==> config.mk <==
export PLATFORM = sky130hd
export DESIGN_NAME = dpwm_deadtime
export DESIGN_NICKNAME = d
export VERILOG_FILES = /design/src/rtl/dpwm_pkg.sv /design/src/rtl/dpwm_ontime.sv /design/src/rtl/dpwm_timebase.sv /design/src/rtl/dpwm_gate.sv /design/src/rtl/dpwm_deadtime.sv
export SDC_FILE = /design/constraint.sdc
export NUM_CORES = 1
export LEC_CHECK = 0
export BUFFER_PORTS_ARGS = -buffer_cell sky130_fd_sc_hd__buf_2
export CAP_MARGIN = 15
export CORE_MARGIN = 2
export CORE_UTILIZATION = 35
export DETAILED_ROUTE_END_ITERATION = 8
export PLACE_DENSITY = 0.58
export REMOVE_ABC_BUFFERS = 1
export SKIP_CTS_REPAIR_TIMING = 1
export SLEW_MARGIN = 40
export SYNTH_ARGS = -nofsm -noshare
export SYNTH_HDL_FRONTEND = slang
export SYNTH_SLANG_ARGS = --single-unit
==> constraint.sdc <==
create_clock -name clk_i -period 13.02 [get_ports clk_i]
set_input_delay 1.953 -clock clk_i [delete_from_list [all_inputs] [get_ports clk_i]]
set_output_delay 1.953 -clock clk_i [all_outputs]
set_load 0.03 [all_outputs]
==> src/rtl/dpwm_pkg.sv <==
package dpwm_pkg;
  typedef enum logic {MODE_CONT = 1'b0, MODE_SINGLE = 1'b1} dpwm_mode_e;
  typedef enum logic {ST_IDLE = 1'b0, ST_RUN = 1'b1} dpwm_state_e;
endpackage

==> src/rtl/dpwm_ontime.sv <==
module dpwm_ontime #(
  parameter int CNT_W  = 12,
  parameter int DUTY_W = 17
) (
  input  logic [CNT_W-1:0]  period_i,
  input  logic [DUTY_W-1:0] duty_i,
  input  logic [CNT_W-1:0]  ton_min_i,
  input  logic [CNT_W-1:0]  ton_max_i,
  output logic [CNT_W-1:0]  ton_o
);
  localparam int PROD_W = CNT_W + DUTY_W;

  logic [PROD_W-1:0] prod;
  logic [CNT_W-1:0]  raw, capped;

  assign prod   = PROD_W'(duty_i) * PROD_W'(period_i);
  assign raw    = prod[PROD_W-1:DUTY_W];
  // cap first, then floor: minimum wins when limits cross
  assign capped = (raw > ton_max_i) ? ton_max_i : raw;
  assign ton_o  = (capped < ton_min_i) ? ton_min_i : capped;
endmodule

==> src/rtl/dpwm_timebase.sv <==
module dpwm_timebase import dpwm_pkg::*; #(
  parameter int CNT_W = 12
) (
  input  logic             clk_i,
  input  logic             rst_ni,
  input  logic             srst_i,
  input  logic             single_i,
  input  logic             trigger_i,
  input  logic [CNT_W-1:0] period_i,
  output logic             run_o,
  output logic             start_o,
  output logic             last_o,
  output logic [CNT_W-1:0] cnt_o
);
  dpwm_state_e      state_q;
  dpwm_mode_e       mode;
  logic [CNT_W-1:0] cnt_q, per_q;
  logic             running;

  assign mode    = dpwm_mode_e'(single_i);
  assign running = (state_q == ST_RUN);
  assign last_o  = running && (({1'b0, cnt_q} + (CNT_W+1)'(1)) >= {1'b0, per_q});
  assign start_o = !srst_i && (running ? (last_o && mode == MODE_CONT)
                                       : (mode == MODE_CONT || trigger_i));
  assign run_o   = running;
  assign cnt_o   = cnt_q;

  always_ff @(posedge clk_i or negedge rst_ni) begin
    if (!rst_ni) begin
      state_q <= ST_IDLE;
      cnt_q   <= '0;
      per_q   <= '0;
    end else if (srst_i) begin
      state_q <= ST_IDLE;
      cnt_q   <= '0;
    end else if (start_o) begin
      state_q <= ST_RUN;
      cnt_q   <= '0;
      per_q   <= period_i;
    end else if (last_o) begin
      state_q <= ST_IDLE;
      cnt_q   <= '0;
    end else if (running) begin
      cnt_q   <= cnt_q + CNT_W'(1);
    end
  end
endmodule

==> src/rtl/dpwm_gate.sv <==
module dpwm_gate #(
  parameter int CNT_W = 12,
  parameter int DT_W  = 6
) (
  input  logic             run_i,
  input  logic [CNT_W-1:0] cnt_i,
  input  logic [CNT_W-1:0] ton_i,
  input  logic [DT_W-1:0]  dt_rise_i,
  input  logic [DT_W-1:0]  dt_fall_i,
  output logic             gh_o,
  output logic             gl_o
);
  localparam int SUM_W = CNT_W + DT_W + 2;

  logic [SUM_W-1:0] pos, hs_on, hs_off, ls_on;

  assign pos    = SUM_W'(cnt_i);
  assign hs_on  = SUM_W'(dt_rise_i);
  assign hs_off = hs_on + SUM_W'(ton_i);
  assign ls_on  = hs_off + SUM_W'(dt_fall_i);

  assign gh_o = run_i && (pos >= hs_on) && (pos < hs_off);
  assign gl_o = run_i && (pos >= ls_on);
endmodule

==> src/rtl/dpwm_deadtime.sv <==
module dpwm_deadtime #(
  parameter int CNT_W  = 12,
  parameter int DUTY_W = 17,
  parameter int DT_W   = 6
) (
  input  logic              clk_i,
  input  logic              rst_ni,
  input  logic              srst_i,
  input  logic              single_i,
  input  logic              trigger_i,
  input  logic [CNT_W-1:0]  period_i,
  input  logic [DUTY_W-1:0] duty_i,
  input  logic [CNT_W-1:0]  ton_min_i,
  input  logic [CNT_W-1:0]  ton_max_i,
  input  logic [DT_W-1:0]   dt_rise_i,
  input  logic [DT_W-1:0]   dt_fall_i,
  output logic              gh_o,
  output logic              gl_o,
  output logic              eoc_o
);
  logic             run, start, last;
  logic [CNT_W-1:0] cnt, ton_calc, ton_q;
  logic [DT_W-1:0]  dtr_eff, dtf_eff, dtr_q, dtf_q;

  dpwm_ontime #(.CNT_W(CNT_W), .DUTY_W(DUTY_W)) u_ontime (
    .period_i (period_i),
    .duty_i   (duty_i),
    .ton_min_i(ton_min_i),
    .ton_max_i(ton_max_i),
    .ton_o    (ton_calc)
  );

  dpwm_timebase #(.CNT_W(CNT_W)) u_timebase (
    .clk_i    (clk_i),
    .rst_ni   (rst_ni),
    .srst_i   (srst_i),
    .single_i (single_i),
    .trigger_i(trigger_i),
    .period_i (period_i),
    .run_o    (run),
    .start_o  (start),
    .last_o   (last),
    .cnt_o    (cnt)
  );

  // zero dead time is raised to one step
  assign dtr_eff = (dt_rise_i == '0) ? DT_W'(1) : dt_rise_i;
  assign dtf_eff = (dt_fall_i == '0) ? DT_W'(1) : dt_fall_i;

  always_ff @(posedge clk_i or negedge rst_ni) begin
    if (!rst_ni) begin
      ton_q <= '0;
      dtr_q <= DT_W'(1);
      dtf_q <= DT_W'(1);
    end else if (start) begin
      ton_q <= ton_calc;
      dtr_q <= dtr_eff;
      dtf_q <= dtf_eff;
    end
  end

  dpwm_gate #(.CNT_W(CNT_W), .DT_W(DT_W)) u_gate (
    .run_i    (run),
    .cnt_i    (cnt),
    .ton_i    (ton_q),
    .dt_rise_i(dtr_q),
    .dt_fall_i(dtf_q),
    .gh_o     (gh_o),
    .gl_o     (gl_o)
  );

  assign eoc_o = last;
endmodule

==> run metrics, run 1 <==
CTS root buffer clkbuf_16; Core ar. 0.02972 mm2; synth warn 0; Util after Layout roughly two fifths; setup TNS 0 ps; DR DRC count 0; Sinks on Clock Net 49; final hold slack around 500 ps; Final Max Tran Viols 0; crit share post-route around 84%; r2r worst-path depth 13; Iter 0 DRT Violations 424; sequential share of the synthesized area around 12%; overall routing resource usage around 17%; critical path's slowest cell o22a_1; crit-path max FO 19; dpl cell area 0.01129 mm2; Routed WL roughly 25 mm; routed vias/inst a little under 5; worst-case clock skew slightly below 8 ps; worst hold path startpoint dtf_q[0]; # rows 63; Worst VDD drop approximately 0.16 mV; worst slew pin tran between 800 and 900 ps; most frequent cells after synthesis inv_1, nand2_1, fa_1, ha_1, and2_1; worst hold path type register to register; Final Hold Viols 0; Die Width 178.2 um; CP Launch Type primary input; power per cell area roughly 260 mW/mm2; minimum clock period 10990 ps; Leak around 0.0061 uW; Final setup viols 0; CP max stage delay 590 ps; count leader, synth inv_1; # IOs between 70 and 80; WS Path Type primary input to register; Post-Synthesis Cells around 1200; maximum clock path buffer count 2; nets between 1500 and 2000; Crit Reg-Reg Endpoint u_timebase.per_q[2]; asr flop ratio synth 100.0%; unrepaired setup endpoints after global routing false; Detailed Place HPWL ~21 mm; Critical Path AT 11210 ps; Vias between 7000 and 8000; slew margin rel. between 40% and 50%; Buffers on Ports slightly above 70; Die Y about 180 um; met3 wire length approximately 730 um; R2R Setup Slk 8980 ps; WP data required 13240 ps; fill count between 2000 and 3000; post-DR wirelength/cell around 15 um; antenna violations before repair 0; met1 wire length roughly 12 mm; CTS HTree Levels 2; launching point of the worst reg2reg path u_timebase.cnt_o[1]; post-synth top area share 28.47%; largest net degree at the start of global routing 52; Yosys reg bits 49; Ant. Diodes 0; Overall Power between 2000 and 3000 uW; number of global-route vias before repair approximately 8500; met2 WL between 10 and 15 mm; status finished clean; final instance area between 0.01 and 0.015 mm2; Post-synth EDFFs 0; cell area after synthesis 0.01062 mm2; Syn Area/Cell slightly below 9 um2; max cap viols 0; Clock Pin Slew Worst Setup and Hold Paths 80 ps; CP Capture Type register; TritonCTS clock tree built; P&R area growth vs syn 7.825%; Post-DRT Antenna Nets 0; Min-Delay Endpoint dtf_q[0]; top_reg_cell synth dfrtp_1; worst skew pair latency about 300 ps; first-pass GRT wire length roughly 43 mm; Pre-antenna DRT Iters 5; share of layout cells above drive strength 1 roughly a tenth; grt ovf 0; most used cell, CP fa_1; hold path depth 2; TritonCTS Buffers 5; fmax roughly 91 MHz; Yosys top cell by area fa_1; Die ar. roughly 0.032 mm2; top layer in use met4; GPL Wtd Cong roughly 0.85; Initial Utilization 35.73%; synth unique cells 60; ranking of synthesized cells by area fa_1, ha_1, dfrtp_1
==> state kept, by name, summed over array words and instances, names as in the netlist <==
| name | count |
|---|---|
| u_timebase.cnt_o | 12 |
| u_timebase.run_o | 1 |
| u_timebase.per_q | 12 |
| ton_q | 12 |
| dtr_q | 6 |
| dtf_q | 6 |
==> cell usage in the layout (no fill, tap or decap), drive strengths merged, types with 11 or more instances in the layout <==
| cell | instances |
|---|---|
| nand3 | 17 |
| xor2 | 18 |
| fa | 151 |
| buf | 75 |
| nor2b | 11 |
| and2 | 66 |
| a21oi | 34 |
| ha | 140 |
| nor2 | 17 |
| inv | 250 |
| a21o | 22 |
| nand2 | 179 |
| o21ai | 35 |
| mux2 | 31 |
| dfrtp | 47 |
| mux2i | 12 |
| xnor2 | 25 |
==> area by class of cell <==
type	count	area, um2	share of cell area (%)
multi-input combinational	862	8264	72.19
sequential	49	1229	10.73
inverter	248	930.9	8.131
tap	390	488.0	4.262
timing repair buffer	75	382.9	3.344
clock buffer	5	125.1	1.093
clock inverter	3	28.78	0.2514
==> worst max path at each step <==
stage,end,start
5_1_grt,ton_q[6],period_i[8]
2_1_floorplan,ton_q[9],duty_i[2]
3_3_place_gp,ton_q[9],period_i[8]
3_5_place_dp,ton_q[9],period_i[8]
4_1_cts,ton_q[9],period_i[8]
6_report,ton_q[9],period_i[8]
==> cell families (layout without fill, tap and decap cells) <==
group           Yosys count  in the layout  synth area share (%)
compound gates          143            143                 9.321
xor+xnor                 43             43                 3.547
fa+ha+maj               291            291                 44.97
buf+inv                 295            331                 10.62
flops                    49             49                 11.57
mux                      43             43                 4.419
simple gates            342            342                 15.56
==> power by group <==
part / leakage, uW / total, uW / internal (uW) / switching, uW
logic: 0.00544 / 2590 / 1110 / 1480
clock network: 0.0000763 / 143 / 73.9 / 68.7
registers: 0.000608 / 235 / 197 / 37.9
total: 0.00613 / 2960 / 1380 / 1580
==> metrics by stage <==
step	worst slack [ps]	cells
2_1_floorplan	2914	1159
3_3_place_gp	1973	1624
3_5_place_dp	1797	1624
4_1_cts	2083	1632
5_1_grt	1449	1632
6_report	2026	1632
==> critical path, delay by kind of cell <==
family	cells	cell delay [ps]
compound gates	16	3860
xor+xnor	1	250
fa+ha+maj	8	3580
buf+inv	5	560
mux	1	420
simple gates	4	570
==> layer usage <==
metal  global-route usage, %  vias up
met5                       0        -
met4                   3.659        0
met3                   1.023       25
met2                   28.99      121
met1                   23.91     3938
li1                        -     3882
No activity file was read; power rests on OpenSTA's default activity.
==> inputs of run 2 (changes only) <==
--- a/config.mk
+++ b/config.mk
@@ -5,12 +5,13 @@
 export SDC_FILE = /design/constraint.sdc
 export NUM_CORES = 1
 export LEC_CHECK = 0
+export ABC_AREA = 1
 export BUFFER_PORTS_ARGS = -buffer_cell sky130_fd_sc_hd__buf_2
 export CAP_MARGIN = 15
 export CORE_MARGIN = 2
 export CORE_UTILIZATION = 35
 export DETAILED_ROUTE_END_ITERATION = 8
-export PLACE_DENSITY = 0.58
+export PLACE_DENSITY = 0.6
 export REMOVE_ABC_BUFFERS = 1
 export SKIP_CTS_REPAIR_TIMING = 1
 export SLEW_MARGIN = 40
==> constraint.sdc (replaced) <==
create_clock -name clk_i -period 10 [get_ports clk_i]
set_input_delay 1.5 -clock clk_i [delete_from_list [all_inputs] [get_ports clk_i]]
set_output_delay 1.5 -clock clk_i [all_outputs]
set_load 0.03 [all_outputs]
==> run metrics, run 2 <==
dpl cell area ~0.012 mm2; Clock Pin Slew Worst Setup and Hold Paths 70 ps; Iter 0 DRT Violations 479; post-synth top area share a little over a quarter; Post-Synthesis Cells roughly 1600; worst skew pair latency roughly 290 ps; pre-CTS setup slack ~360 ps; Die Width approximately 180 um; Yosys top cell by area fa_1; Die Y 184.3 um; worst hold path type register to register; Leak ~0.0072 uW; fmax ~110 MHz; number of global-route vias before repair 9970; worst hold path startpoint dtr_q[0]; maximum clock path buffer count 2; Post-synth EDFFs 0; count leader, synth nand2_1; Final Max Tran Viols 0; Final Hold Viols 0; final worst slack between 800 and 900 ps; CP Launch Type primary input; TritonCTS clock tree built; worst slew pin tran around 760 ps; WS Path Type primary input to register; CTS HTree Levels 2; critical path's slowest cell fa_1; most frequent cells after synthesis nand2_1, inv_1, fa_1, ha_1, nand3_1; Critical Path AT 9370 ps; post-DR wirelength/cell about 14 um; most common cell after layout, fill and taps aside nand2_1; overall routing resource usage between 15 and 20%; worst-case clock skew 2.617 ps; CP max stage delay about 550 ps; grt ovf 0; Worst VDD drop about 0.19 mV; Ant. Diodes 0; Buffers on Ports 72; synth unique cells 52; synth warn 0; largest net degree at the start of global routing 56; sequential share of the synthesized area a little over a tenth; routed vias/inst 4.653; Pre-antenna DRT Iters 5; Die ar. between 0.03 and 0.04 mm2; antenna violations before repair 0; slew margin rel. about half; commonest cells after routing, fill and taps aside nand2_1, inv_1, fa_1; Vias ~9500; max cap viols 0; P&R area growth vs syn 7.401%; WP data required ~10000 ps; most used cell, CP nand2_1; Buf+Inv Stages, Crit Path 6; Syn Area/Cell 7.234 um2; Final setup viols 0; Detailed Place HPWL 23.06 mm; Overall Power ~4200 uW; top_reg_cell synth dfrtp_1; Initial Utilization a little over a third; nets roughly 2000; GPL Wtd Cong roughly 0.9; CP Capture Type register; CTS root buffer clkbuf_16; Sinks on Clock Net 49; fill count around 3500; status finished clean; power per cell area approximately 340 mW/mm2; final instance area roughly 0.012 mm2; # rows 66; Routed WL roughly 28 mm; Yosys reg bits 49; launching point of the worst reg2reg path u_timebase.cnt_o[2]; first-pass GRT wire length roughly 48 mm; minimum clock period just over 9000 ps; cell area after synthesis between 0.01 and 0.015 mm2; Core ar. 0.03229 mm2; Post-DRT Antenna Nets 0; # IOs 73; Critical path origin period_i[3]; ranking of synthesized cells by area fa_1, ha_1, nand2_1; asr flop ratio synth 100.0%; crit-path max FO 18; share of layout cells above drive strength 1 under 10%; crit share post-route approximately nine tenths; fin cells ~2000; Largest delay share family, worst path adder cells; Placed Cells incl. Taps just over 2000; DR DRC count 0; TritonCTS Buffers 5
-- run 2: changes by cell type after synthesis, moves of 22 or more --
cell,delta
a21oi_1,+22
and2_1,-64
inv_1,+154
mux2_2,-31
nand2_1,+259
nand3_1,+41
nor2_1,+37
-- run 2: final timing paths --
path,to,cells after the start,slack (ps)
max in group asynchronous,u_timebase.per_q[4],2,8230
min in group asynchronous,dtf_q[2],2,1310
min reg2reg,dtr_q[0],2,480
max,ton_q[6],38,860
max reg2reg,ton_q[4],18,5960
min,dtr_q[0],2,480
-- run 2: report_power, final --
| group | switching [uW] | internal, uW |
|---|---|---|
| logic | 2350 | 1360 |
| registers | 38.1 | 252 |
| clock network | 75.6 | 93.2 |
-- run 2: layout make-up --
| cell class | instances | area [um2] | share of cell area, % |
|---|---|---|---|
| flip-flops and latches | 49 | 1229 | 10.05 |
| repair buffers | 74 | 395.4 | 3.235 |
| clock buffers | 7 | 132.6 | 1.085 |
| clock inverters | 1 | 7.507 | 0.06143 |
| well taps | 442 | 553.0 | 4.525 |
| multi-input cells | 1065 | 8374 | 68.53 |
| inverters | 406 | 1529 | 12.51 |
-- run 2: metrics by stage --
step / hold slack [ps] / setup TNS [ps] / util, %
final: 482.1 / 0 / 37.85
after global routing: 492.0 / -3.221 / 37.85
after CTS: 486.1 / 0 / 37.77
after detailed placement: 470.3 / 0 / 37.34
after global placement: 471.7 / 0 / 37.34
after floorplan: 445.9 / 0 / -
-- run 2: worst register-to-register path: stages (launching register included) --
cell and delay [ps]:
dfrtp_1 520, inv_1 90, nor3_1 330, nand3_1 170, nor2_1 190, nand4_1 160, nor3_1 210, xor2_1 220
inv_1 70, ha_1 310, nand2_1 60, nor2_1 150, nand3_1 110, nand3_2 140, nor2_4 90, nor2_8 560
clkinv_4 370, nand2_1 150, nand2_1 60
-- run 2: layer usage --
metal	routed length, um	track usage (%)
met5	0	0
met4	580	4.000
met3	633	1.265
met2	14050	32.45
met1	12780	22.60
-- run 2: cells by family (layout without fill, tap and decap cells) --
group	Yosys count	count (layout)	share of synthesized area, %
AO/OA/AOI/OAI	148	148	7.577
XOR/XNOR	30	30	2.375
adder cells (fa/ha/maj)	291	291	41.96
buffers and inverters	459	488	15.64
flip-flops	49	49	10.80
AND/OR/NAND/NOR	596	596	21.65
==> inputs of run 3 (changes only) <==
--- a/config.mk
+++ b/config.mk
@@ -5,12 +5,12 @@
 export SDC_FILE = /design/constraint.sdc
 export NUM_CORES = 1
 export LEC_CHECK = 0
-export ABC_AREA = 1
 export BUFFER_PORTS_ARGS = -buffer_cell sky130_fd_sc_hd__buf_2
 export CAP_MARGIN = 15
 export CORE_MARGIN = 2
 export CORE_UTILIZATION = 35
 export DETAILED_ROUTE_END_ITERATION = 8
+export MAX_ROUTING_LAYER = met4
 export PLACE_DENSITY = 0.6
 export REMOVE_ABC_BUFFERS = 1
 export SKIP_CTS_REPAIR_TIMING = 1
==> run metrics, run 3 (synthesized netlist as in run 1, its figures left out) <==
status finished clean; nets about 1600; CP Launch Type primary input; most common cell after layout, fill and taps aside inv_1; Die Y 178.2 um; TritonCTS Buffers 5; Placed Cells incl. Taps 1661; number of global-route vias before repair about 8600; Clock Pin Slew Worst Setup and Hold Paths ~70 ps; Sinks on Clock Net 49; Initial Utilization 35.73%; minimum clock period 9639 ps; CP Capture Type register; Pre-antenna DRT Iters 5; Worst VDD drop 0.2269 mV; P&R area growth vs syn 11.57%; Critical Path AT ~9900 ps; Iter 0 DRT Violations approximately 380; Die ar. around 0.032 mm2; fin cells roughly 1700; Final Hold Viols 0; GPL Wtd Cong 0.8526; worst-case clock skew roughly 6.4 ps; antenna violations before repair 1; maximum clock path buffer count 2; WS Path Type primary input to register; worst hold path type register to register; post-DR wirelength/cell 14.95 um; Detailed Place HPWL roughly 21 mm; CTS root buffer clkbuf_16; worst skew pair latency about 300 ps; setup TNS 0 ps; worst slew pin tran a little under 700 ps; WP data required between 10000 and 15000 ps; Buffers on Ports 72; Routed WL about 25 mm; overall routing resource usage between 10% and 20%; # rows 63; Final setup viols 0; share of layout cells above drive strength 1 13.95%; Leak 0.006344 uW; max cap viols 0; crit share post-route a little under 100%; critical path's slowest cell fa_1; Die Width approximately 180 um; Util after Layout about two fifths; commonest cells after routing, fill and taps aside inv_1, nand2_1, fa_1; Vias roughly 8200; # IOs 73; routed vias/inst 4.902; Final Max Tran Viols 0; largest net degree at the start of global routing 52; final hold slack just under 500 ps; CP max stage delay between 500 and 600 ps; Overall Power around 4000 uW; CTS HTree Levels 2; power per cell area between 300 and 400 mW/mm2; crit-path max FO 9; Core ar. about 0.030 mm2; fmax 103.8 MHz; grt ovf 0; first-pass GRT wire length about 43 mm; most used cell, CP fa_1; slew margin rel. a little over half; TritonCTS clock tree built; Post-DRT Antenna Nets 0; DR DRC count 0
==> run 3: power by group <==
part	switching [uW]	internal, uW
Sequential	48.7	257
Combinational	1950	1570
Clock	78.7	93.3
Total	2070	1920
==> run 3: metal layers <==
metal,vias up,wire (um),track usage (%)
met4,0,290,2.778
li1,3966,-,-
met1,4101,11860,23.79
met2,123,12160,28.71
met3,16,719,1.172
met5,-,0,-
==> run 3: path summary, 6_finish.rpt <==
path / startpoint / to / slack (ps) / cells after the start
min in group asynchronous: rst_ni / dtr_q[3] / 1310 / 2
min reg2reg: dtf_q[0] / dtf_q[0] / 490 / 2
min: dtf_q[0] / dtf_q[0] / 490 / 2
max: duty_i[8] / ton_q[9] / 360 / 36
max reg2reg: u_timebase.cnt_o[1] / u_timebase.per_q[7] / 5930 / 12
max in group asynchronous: rst_ni / u_timebase.run_o / 8250 / 2
==> run 3: area by class of cell <==
type	instances	area, um2
fillers	2991	17870
multi-input cells	862	8324
flip-flops and latches	49	1229
inverters	248	930.9
repair buffers	116	725.7
well taps	390	488.0
clock buffers	5	125.1
clock inverters	3	21.27
diodes	1	2.502
==> run 3: through the flow <==
stage / worst slack [ps] / cell area (um2)
floorplan: 346.6 / 10420
global placement: -47.78 / 11570
detailed placement: -188.6 / 11580
CTS: 92.11 / 11730
global route: -55.11 / 11850
finish: 361.4 / 11850
==> run 3: worst max-delay path: cells and delay by family <==
| kind | cells | cell delay (ps) |
|---|---|---|
| fa+ha+maj | 8 | 3400 |
| mux | 1 | 290 |
| simple gates | 3 | 430 |
| compound gates | 15 | 3120 |
| buf+inv | 8 | 940 |
| xor+xnor | 1 | 160 |
